`src/rtl/pgw_pkg.sv`:
```
package pgw_pkg;

   typedef enum logic [1:0] {
      S_IDLE  = 2'd0,
      S_ISSUE = 2'd1,
      S_WAIT  = 2'd2,
      S_FIN   = 2'd3
   } walk_state_t;

endpackage

```
`src/rtl/pgw_va_slicer.sv`:
```
module pgw_va_slicer #(
   parameter int VA_W   = 32,
   parameter int IDX_W  = 10,
   parameter int OFF_W  = 12,
   parameter int LEVELS = 2
) (
   input  logic [VA_W-1:0]                va_i,
   output logic [LEVELS-1:0][IDX_W-1:0]   idx_o,
   output logic [OFF_W-1:0]               off_o
);

   initial begin
      assert_split_fits_R3: assert (LEVELS * IDX_W + OFF_W == VA_W)
         else $fatal(1, "index fields and offset must cover the address");
   end

   // level 0 takes the most significant index field
   for (genvar g = 0; g < LEVELS; g++) begin : g_lvl
      assign idx_o[g] = va_i[VA_W-1-g*IDX_W -: IDX_W];
   end

   assign off_o = va_i[OFF_W-1:0];

endmodule

```
`src/rtl/pgw_pte_decode.sv`:
```
module pgw_pte_decode #(
   parameter int PTE_W     = 32,
   parameter int FRAME_W   = 20,
   parameter int VALID_POS = 0
) (
   input  logic [PTE_W-1:0]   pte_i,
   output logic [FRAME_W-1:0] frame_o,
   output logic               valid_o
);

   initial begin
      assert_valid_below_frame_R7: assert (VALID_POS < PTE_W - FRAME_W)
         else $fatal(1, "valid bit overlaps the frame field");
   end

   logic unused_pte_bits;

   assign frame_o         = pte_i[PTE_W-1 -: FRAME_W];
   assign valid_o         = pte_i[VALID_POS];
   assign unused_pte_bits = ^pte_i;

endmodule

```
`src/rtl/pgw_walk_ctrl.sv`:
```
module pgw_walk_ctrl
   import pgw_pkg::*;
#(
   parameter int LEVELS = 2,
   localparam int LVL_W = (LEVELS > 1) ? $clog2(LEVELS) : 1
) (
   input  logic             clk,
   input  logic             rst_n,
   input  logic             start_i,
   input  logic             rvalid_i,
   input  logic             pte_valid_i,
   output walk_state_t      state_o,
   output logic [LVL_W-1:0] lvl_o,
   output logic             last_o,
   output logic             flt_o
);

   walk_state_t      state_q, state_d;
   logic [LVL_W-1:0] lvl_q, lvl_d;
   logic             flt_q, flt_d;

   assign last_o = (lvl_q == LVL_W'(LEVELS - 1));

   always_comb begin
      state_d = state_q;
      lvl_d   = lvl_q;
      flt_d   = flt_q;
      unique case (state_q)
         S_IDLE: begin
            if (start_i) begin
               state_d = S_ISSUE;
               lvl_d   = '0;
               flt_d   = 1'b0;
            end
         end
         S_ISSUE: state_d = S_WAIT;
         S_WAIT: begin
            if (rvalid_i) begin
               if (!pte_valid_i) begin
                  state_d = S_FIN;
                  flt_d   = 1'b1;
               end else if (last_o) begin
                  state_d = S_FIN;
               end else begin
                  state_d = S_ISSUE;
                  lvl_d   = lvl_q + 1'b1;
               end
            end
         end
         S_FIN:   state_d = S_IDLE;
         default: state_d = S_IDLE;
      endcase
   end

   always_ff @(posedge clk or negedge rst_n) begin
      if (!rst_n) begin
         state_q <= S_IDLE;
         lvl_q   <= '0;
         flt_q   <= 1'b0;
      end else begin
         state_q <= state_d;
         lvl_q   <= lvl_d;
         flt_q   <= flt_d;
      end
   end

   assign state_o = state_q;
   assign lvl_o   = lvl_q;
   assign flt_o   = flt_q;

   // a wait without data neither moves on nor changes level
   assert_wait_holds_R11: assert property (@(posedge clk) disable iff (!rst_n)
      (state_q == S_WAIT && !rvalid_i) |=> (state_q == S_WAIT && $stable(lvl_q)));

   // a start while busy does not restart the walk at level 0
   assert_busy_start_ignored_R8: assert property (@(posedge clk) disable iff (!rst_n)
      (state_q == S_WAIT && start_i && !rvalid_i) |=> state_q == S_WAIT);

endmodule

```
`src/rtl/pgw_walker.sv`:
```
module pgw_walker
   import pgw_pkg::*;
#(
   parameter int VA_W      = 32,
   parameter int IDX_W     = 10,
   parameter int OFF_W     = 12,
   parameter int LEVELS    = 2,
   parameter int PTE_W     = 32,
   parameter int FRAME_W   = 20,
   parameter int VALID_POS = 0,
   localparam int PA_W      = FRAME_W + OFF_W,
   localparam int ENT_SHIFT = $clog2(PTE_W / 8),
   localparam int LVL_W     = (LEVELS > 1) ? $clog2(LEVELS) : 1
) (
   input  logic               clk,
   input  logic               rst_n,
   input  logic               start_i,
   input  logic [FRAME_W-1:0] root_frame_i,
   input  logic [VA_W-1:0]    va_i,
   output logic               mem_req_o,
   output logic [PA_W-1:0]    mem_addr_o,
   input  logic [PTE_W-1:0]   mem_rdata_i,
   input  logic               mem_rvalid_i,
   output logic               done_o,
   output logic               fault_o,
   output logic [PA_W-1:0]    pa_o
);

   initial begin
      assert_entry_in_page_R2: assert (IDX_W + ENT_SHIFT <= OFF_W)
         else $fatal(1, "a table page cannot hold all indexed entries");
      assert_entry_bytes_R2: assert (PTE_W % 8 == 0 && PTE_W >= FRAME_W + 1)
         else $fatal(1, "entry width unsupported");
   end

   walk_state_t                  state;
   logic [LVL_W-1:0]             lvl;
   logic                         last_lvl;
   logic                         flt;
   logic [VA_W-1:0]              va_q;
   logic [FRAME_W-1:0]           tbl_q;
   logic [PA_W-1:0]              pa_q;
   logic [LEVELS-1:0][IDX_W-1:0] idx;
   logic [OFF_W-1:0]             off;
   logic [FRAME_W-1:0]           pte_frame;
   logic                         pte_valid;
   logic                         walk_go;
   logic                         capture;
   logic [IDX_W-1:0]             cur_idx;

   pgw_walk_ctrl #(.LEVELS(LEVELS)) u_ctrl (
      .clk         (clk),
      .rst_n       (rst_n),
      .start_i     (start_i),
      .rvalid_i    (mem_rvalid_i),
      .pte_valid_i (pte_valid),
      .state_o     (state),
      .lvl_o       (lvl),
      .last_o      (last_lvl),
      .flt_o       (flt)
   );

   pgw_va_slicer #(
      .VA_W   (VA_W),
      .IDX_W  (IDX_W),
      .OFF_W  (OFF_W),
      .LEVELS (LEVELS)
   ) u_slice (
      .va_i  (va_q),
      .idx_o (idx),
      .off_o (off)
   );

   pgw_pte_decode #(
      .PTE_W     (PTE_W),
      .FRAME_W   (FRAME_W),
      .VALID_POS (VALID_POS)
   ) u_pte (
      .pte_i   (mem_rdata_i),
      .frame_o (pte_frame),
      .valid_o (pte_valid)
   );

   assign walk_go = (state == S_IDLE) && start_i;
   assign capture = (state == S_WAIT) && mem_rvalid_i;
   assign cur_idx = idx[lvl];

   // entry address: table frame, index scaled by entry size, zero fill
   if (IDX_W + ENT_SHIFT == OFF_W) begin : g_addr_tight
      if (ENT_SHIFT > 0) begin : g_pad
         assign mem_addr_o = {tbl_q, cur_idx, {ENT_SHIFT{1'b0}}};
      end else begin : g_nopad
         assign mem_addr_o = {tbl_q, cur_idx};
      end
   end else begin : g_addr_loose
      assign mem_addr_o = {tbl_q, {OFF_W{1'b0}}}
                        | (PA_W'(cur_idx) << ENT_SHIFT);
   end

   always_ff @(posedge clk or negedge rst_n) begin
      if (!rst_n) begin
         va_q  <= '0;
         tbl_q <= '0;
         pa_q  <= '0;
      end else if (walk_go) begin
         va_q  <= va_i;
         tbl_q <= root_frame_i;
         pa_q  <= '0;
      end else if (capture && pte_valid) begin
         if (last_lvl) pa_q  <= {pte_frame, off};
         else          tbl_q <= pte_frame;
      end
   end

   assign mem_req_o = (state == S_ISSUE);
   assign done_o    = (state == S_FIN) && !flt;
   assign fault_o   = (state == S_FIN) && flt;
   assign pa_o      = pa_q;

   assert_req_one_cycle_R11: assert property (@(posedge clk) disable iff (!rst_n)
      mem_req_o |=> !mem_req_o);

   assert_addr_held_R11: assert property (@(posedge clk) disable iff (!rst_n)
      mem_req_o |=> $stable(mem_addr_o));

   assert_done_pulse_R4: assert property (@(posedge clk) disable iff (!rst_n)
      done_o |=> !done_o);

   assert_fault_pulse_R5: assert property (@(posedge clk) disable iff (!rst_n)
      fault_o |=> !fault_o);

   assert_outcome_exclusive_R4: assert property (@(posedge clk) disable iff (!rst_n)
      !(done_o && fault_o));

   assert_no_req_after_fault_R5: assert property (@(posedge clk) disable iff (!rst_n)
      fault_o |-> !mem_req_o);

   assert_pa_hold_R9: assert property (@(posedge clk) disable iff (!rst_n)
      (!walk_go && !(capture && pte_valid && last_lvl)) |=> $stable(pa_o));

endmodule

```
`config.mk`:
```
export PLATFORM = sky130hd
export DESIGN_NAME = pgw_walker
export DESIGN_NICKNAME = d
export VERILOG_FILES = /design/src/rtl/pgw_pkg.sv /design/src/rtl/pgw_va_slicer.sv /design/src/rtl/pgw_pte_decode.sv /design/src/rtl/pgw_walk_ctrl.sv /design/src/rtl/pgw_walker.sv
export SDC_FILE = /design/constraint.sdc
export NUM_CORES = 1
export LEC_CHECK = 0
export BUFFER_PORTS_ARGS = -buffer_cell sky130_fd_sc_hd__buf_4
export CORE_MARGIN = 5
export CORE_UTILIZATION = 40
export CTS_CLUSTER_DIAMETER = 40
export DETAILED_ROUTE_END_ITERATION = 10
export GPL_ROUTABILITY_DRIVEN = 0
export PLACE_DENSITY = 0.76
export SLEW_MARGIN = 5
export SYNTH_ARGS = -nofsm -noshare
export SYNTH_HDL_FRONTEND = slang
export SYNTH_HIERARCHICAL = 1
export SYNTH_SLANG_ARGS = --single-unit
```
`constraint.sdc`:
```
create_clock -name clk -period 1.8 [get_ports clk]
set_input_delay 0.18 -clock clk [delete_from_list [all_inputs] [get_ports clk]]
set_output_delay 0.18 -clock clk [all_outputs]
set_load 0.02 [all_outputs]
```
# --- Word-level counts from Yosys, hierarchy flattened ---
# Cells that the tools add are included.
op_classes:
  eq_ne: 8
  order_cmp: 1
  n_mux: 21
  reduce_logical: 15
  add_sub_neg: 1
op_table:
  columns: ["cell", "count"]
  rows:
  - ["32-bit 2-to-1 mux", 3]
  - ["20-bit 2-to-1 mux", 3]
  - ["10-bit 2-to-1 mux", 2]
  - ["2-bit inequality test (second input constant)", 5]
  - ["2-bit 2-to-1 mux", 4]
  - ["2-bit case mux with 4 select lines", 1]
  - ["4-bit AND reduction", 2]
  - ["1-bit 2-to-1 mux", 6]
  - ["2-bit AND reduction", 3]
  - ["2-bit nonzero test", 3]
  - ["1-bit logical AND", 5]
  - ["2-bit equality test (second input constant)", 2]
  - ["1-bit case mux with 2 select lines", 2]
  - ["2-bit by 1-bit equality test with 1-bit output (second input constant)", 1]
  - ["2-bit logical NOT", 1]
  - ["1-bit by 2-bit < comparator with 1-bit output (second input constant)", 1]
  - ["1-bit adder (second input constant)", 1]
  - ["1-bit logical NOT", 1]
word_totals:
  out_inout_bits: 67
  register_bits: 88
  word_cells: 52
  inputBits: 88

# --- Logic depth before layout (Yosys ltp) ---
depth:
  depth_word: 5
  depth_mapped: 6
  ltp_nobuf: 3

# --- Cells and area by module ---
# The synthesis kept the hierarchy.
modules_own_cells:
  columns: ["module", "seq_area_each_um2", "cells_each", "area_per_inst_um2", "n_inst"]
  rows:
  - ["pgw_walker", 2102.0, 416, 3813.7, 1]
  - ["pgw_va_slicer", 0.0, 32, 240.2, 1]
  - ["pgw_walk_ctrl", 100.1, 20, 202.7, 1]
  - ["pgw_pte_decode", 0.0, 21, 157.7, 1]

# --- Worst setup path before layout ---
# Ideal clock, no wire load.
synth_path:
  kind: "register to register"
  startpoint: "register u_ctrl.state_q[1] (netlist: u_ctrl/state_o[1])"
  endpoint: "register tbl_q[10]"
  synth_period_minus_slack_ns: 1.377
  path_stages_with_launch: 6
  arrival_ns: 1.251
  required_time_ns: 1.674
  path_slack_ns: 0.423
  setup_time_ns: 0.126
  n_path_buf: 2
  cell_sequence: "dfrtp_1 > or3b_1 > buf_6 > buf_6 > nor2_2 > a21oi_1"
synth_between:
  elab_chain_cells: 5
  word_cells_on_any_way: 9
  cone_classes: "eq/ne (2); mux (1); reduce/logical (6)"
synth_rtl:
  columns: ["item", "line", "rtl"]
  rows:
  - ["start, declared", "pgw_walk_ctrl.sv:18", "walk_state_t state_q, state_d;"]
  - ["start signal, assigned", "pgw_walk_ctrl.sv:61", "state_q <= state_d;"]
  - ["2-bit equality test", "pgw_walker.sv:85", "assign capture = (state == S_WAIT) && mem_rvalid_i;"]
  - ["1-bit logical AND", "pgw_walker.sv:85", null]
  - ["1-bit logical AND", "pgw_walker.sv:109", "end else if (capture && pte_valid) begin"]
  - ["2-bit nonzero test (no line)", null, null]
  - ["2-bit AND reduction (no line)", null, null]
  - ["end signal, assigned", "pgw_walker.sv:107", "tbl_q <= root_frame_i;"]
  - ["end signal, assigned", "pgw_walker.sv:111", "else tbl_q <= pte_frame;"]
  - ["end, declared", "pgw_walker.sv:41", "logic [FRAME_W-1:0] tbl_q;"]
# Several ways; a longest one is shown, not always the timed one.
# A chain may end at the register's enable or synchronous reset.

# --- Worst setup path in the final report ---
layout_path:
  startpoint: "register u_ctrl.lvl_q (netlist: u_ctrl/last_o)"
  endpoint: "output port mem_addr_o[3]"
layout_between:
  elab_chain_cells: 2
layout_rtl:
  columns: ["item", "line", "rtl"]
  rows:
  - ["start, declared", "pgw_walk_ctrl.sv:19", "logic [LVL_W-1:0] lvl_q, lvl_d;"]
  - ["start signal, assigned", "pgw_walk_ctrl.sv:62", "lvl_q <= lvl_d;"]
  - ["10-bit 2-to-1 mux (implied by the code) (2 in a row)", "pgw_walker.sv:86", "assign cur_idx = idx[lvl];"]
  - ["end, declared", "pgw_walker.sv:21", "output logic [PA_W-1:0] mem_addr_o,"]
# No other way between the ends. The select of a mux whose other input is x is not followed.

==> flow_summary.toml <==
[global_routing]
grt_pass1_wl_mm = 18.41
antenna_found_initial = 0
grt_overflow = 0
globalRouteTotalUtil_pct = 17.35
grt_pass1_vias = 3793
grt_max_degree = 53

[outcome]
status = "finished, final reports clean"

[power]
p_comb_share_pct = 46.3
power_frac_seq_pct = 37.7
worst_ir_drop_vdd_mv = 0.6555
swShare_pct = 41.14
p_sw_uw = 3623
fin_total_pwr_uw = 8806
p_int_uw = 5183
p_leak_uw = 0.002642
clock_power_share_pct = 16.0
power_density_mw_per_mm2 = 1614

[clocking]
clock_latency_ps = 350
cts_sinks = 88
cts_tree = "done"
cts-buffers-inserted = 9
cts-root-buf = "clkbuf_8"
htree_levels = 3
post_cts_buffers = 0
cts.clk_slew.worst_paths_ps = 90
clockBufferDepth = 2

[drt]
antenna_left = 0
via_per_inst = 5.022
initialDrtViolationCount = 332
wl_per_cell_um = 15.65
remaining_drc_errors = 0
wl_mm = 11.21
via_count = 3596
first_pass_iters = 4

[final_layout]
final_cells = 716
drive_gt1_share_pct = 35.59
synthToLayoutAreaGrowth_pct = 23.58
final_util_pct = 50.32
fin_nets = 659
num_antenna_cells = 0

[synthesis]
ys_seq_elements = 88
synth_area_mm2 = 0.004414
synth_edf_count = 0
seq_area_frac_synth_pct = 49.89
synth_flop_cell = "dfrtp_1"
synth_top_area_share_pct = 49.89
synthTopCellsByArea = "dfrtp_1 50%, buf_4 9.9%, nand2_1 9.5%"
ys_types = 28
synthCells = 489
synth_top_area_cell = "dfrtp_1"
synth-async-reset-ratio_pct = 100.0
syn_avg_cell_area_um2 = 9.027
ys_warn_count = 6

[timing]
rsz0062_at_grt = "no"
max_freq_mhz = 600.5
period_needed_ps = 1665
hold_viol = 0
final_critical_path_setup_slack_ps = 134.8
report.final.slew_viol_count = 0
finalCritPeriodShare_pct = 92.51
clock-skew-final_ps = 5.710
finalSetupTns_ps = 0
setup_viol = 0

[placement]
hpwl_mm = 7.929
preCtsSetupSlack_ps = 244.4
portBuffers = 141
dpl.cell_count = 691

[floorplan]
core_area_mm2 = 0.01084
die_w_um = 115.1
die-area_mm2 = 0.01324
ios = 155
start_util_pct = 40.72
die_h_um = 115.1
placementRows = 38

[job]
drv_cap = 0

[critical_path]
required_ps = 1620
critPathArrivalTime_ps = 1490
end_kind = "output pin"
worstSetupPathType = "register to output pin"
start_kind = "register"
crit_path_max_fanout = 14

[min_path]
worstHoldPathType = "input port to register"
## layout make-up
type,count,area (um2)
Fill cell,1018,5385
Clock inverter,5,53.80
Tap cell,140,175.2
Multi-Input combinational cell,306,1551
Sequential cell,88,2203
Clock buffer,11,151.4
Timing Repair Buffer,163,1309
Inverter,3,11.26
## power by group through the flow
stage | Clock [uW] | Combinational, uW | Sequential, uW
2_1_floorplan | 0 | 2590 | 3700
3_3_place_gp | 0 | 4020 | 3310
3_5_place_dp | 0 | 4110 | 3350
4_1_cts | 1450 | 4130 | 3320
5_1_grt | 1530 | 4470 | 3440
6_report | 1410 | 4080 | 3320
## cell families (layout without fill, tap and decap cells)
| family | count (synthesis) | in the layout | share of synthesized area, % |
|---|---|---|---|
| other | 1 | 2 | 0.08495 |
| and+or+nand+nor | 178 | 178 | 18.08 |
| buffers and inverters | 96 | 182 | 15.25 |
| muxes | 11 | 11 | 2.778 |
| DFF | 88 | 88 | 49.89 |
| AOI/OAI and AO/OA | 115 | 115 | 13.92 |
## synth_stat cells, types with 2 or more instances
cell and instances:
nor2_1 3, o21ai_0 44, buf_4 58, clkbuf_1 14, nor2b_1 2, buf_2 9
nand2b_1 3, o21ai_1 9, nor2_2 20, a31oi_1 20, dfrtp_1 88, inv_1 3
buf_6 11, mux2_2 10, nand2_1 112, a21oi_1 40, nand3_1 32
## critical path: stages, from the launching register on
cell	delay [ps]
dfrtp_2	570
mux2_2	400
buf_4	160
## placed cells by master, fill, tap and decap left out, types with 2 or more instances in the layout
cell,n
buf_4,149
nor2_1,3
o21ai_1,9
nor2b_1,2
nand2b_1,3
nand3_1,32
o21ai_0,44
clkbuf_8,11
clkinv_2,3
buf_12,5
nand2_1,112
a31oi_1,20
inv_1,3
nor2_2,20
conb_1,2
a21oi_1,40
mux2_2,10
dlygate4sd3_1,9
dfrtp_1,87
## path summary, 6_finish.rpt
kind                                                from                    end  slack (ps)  depth (start not counted)
setup / recovery               u_ctrl/last_o$_DFFE_PN0P_          mem_addr_o[3]         130                          2
hold reg to reg                      va_q[9]$_DFFE_PN0P_    va_q[9]$_DFFE_PN0P_         480                          2
max in group asynchronous                          rst_n   tbl_q[3]$_DFFE_PN0P_         910                          3
min in group asynchronous                          rst_n   va_q[26]$_DFFE_PN0P_         290                          2
setup reg to reg           u_ctrl/state_o[1]$_DFFE_PN0P_  tbl_q[17]$_DFFE_PN0P_         220                          4
hold / removal                                  va_i[10]   va_q[10]$_DFFE_PN0P_          20                          3
## through the flow
step                      cell area, um2  hold slack, ps
after global routing                5455           2.342
after detailed placement            5160           128.4
after global placement              5160           122.8
after floorplan                     4418          -115.6
after CTS                           5455          0.1639
final                               5455           22.10
## metal layers
metal	global-route usage (%)	vias up	share of wire, %	wire [um]
li1	-	1732	-	-
met1	21.57	1716	42	4713
met2	29.32	128	49	5447
met3	4.105	20	7.5	846
met4	6.573	0	1.8	199
met5	0	-	0	0
## registers in the layout, summed over array words and instances, names as in the netlist
name and flops:
u_ctrl/flt_o 1, tbl_q 20, u_ctrl/last_o 1, u_ctrl/state_o 2
va_q 32, pa_o 32
## timing repair
action                                 in CTS  in global routing
endpoints found under the hold margin      35                  0
setup endpoints to repair                   0                  0
hold buffers                                9                  0
gates resized for setup                     0                  0
(Power assumes the default switching activity.)
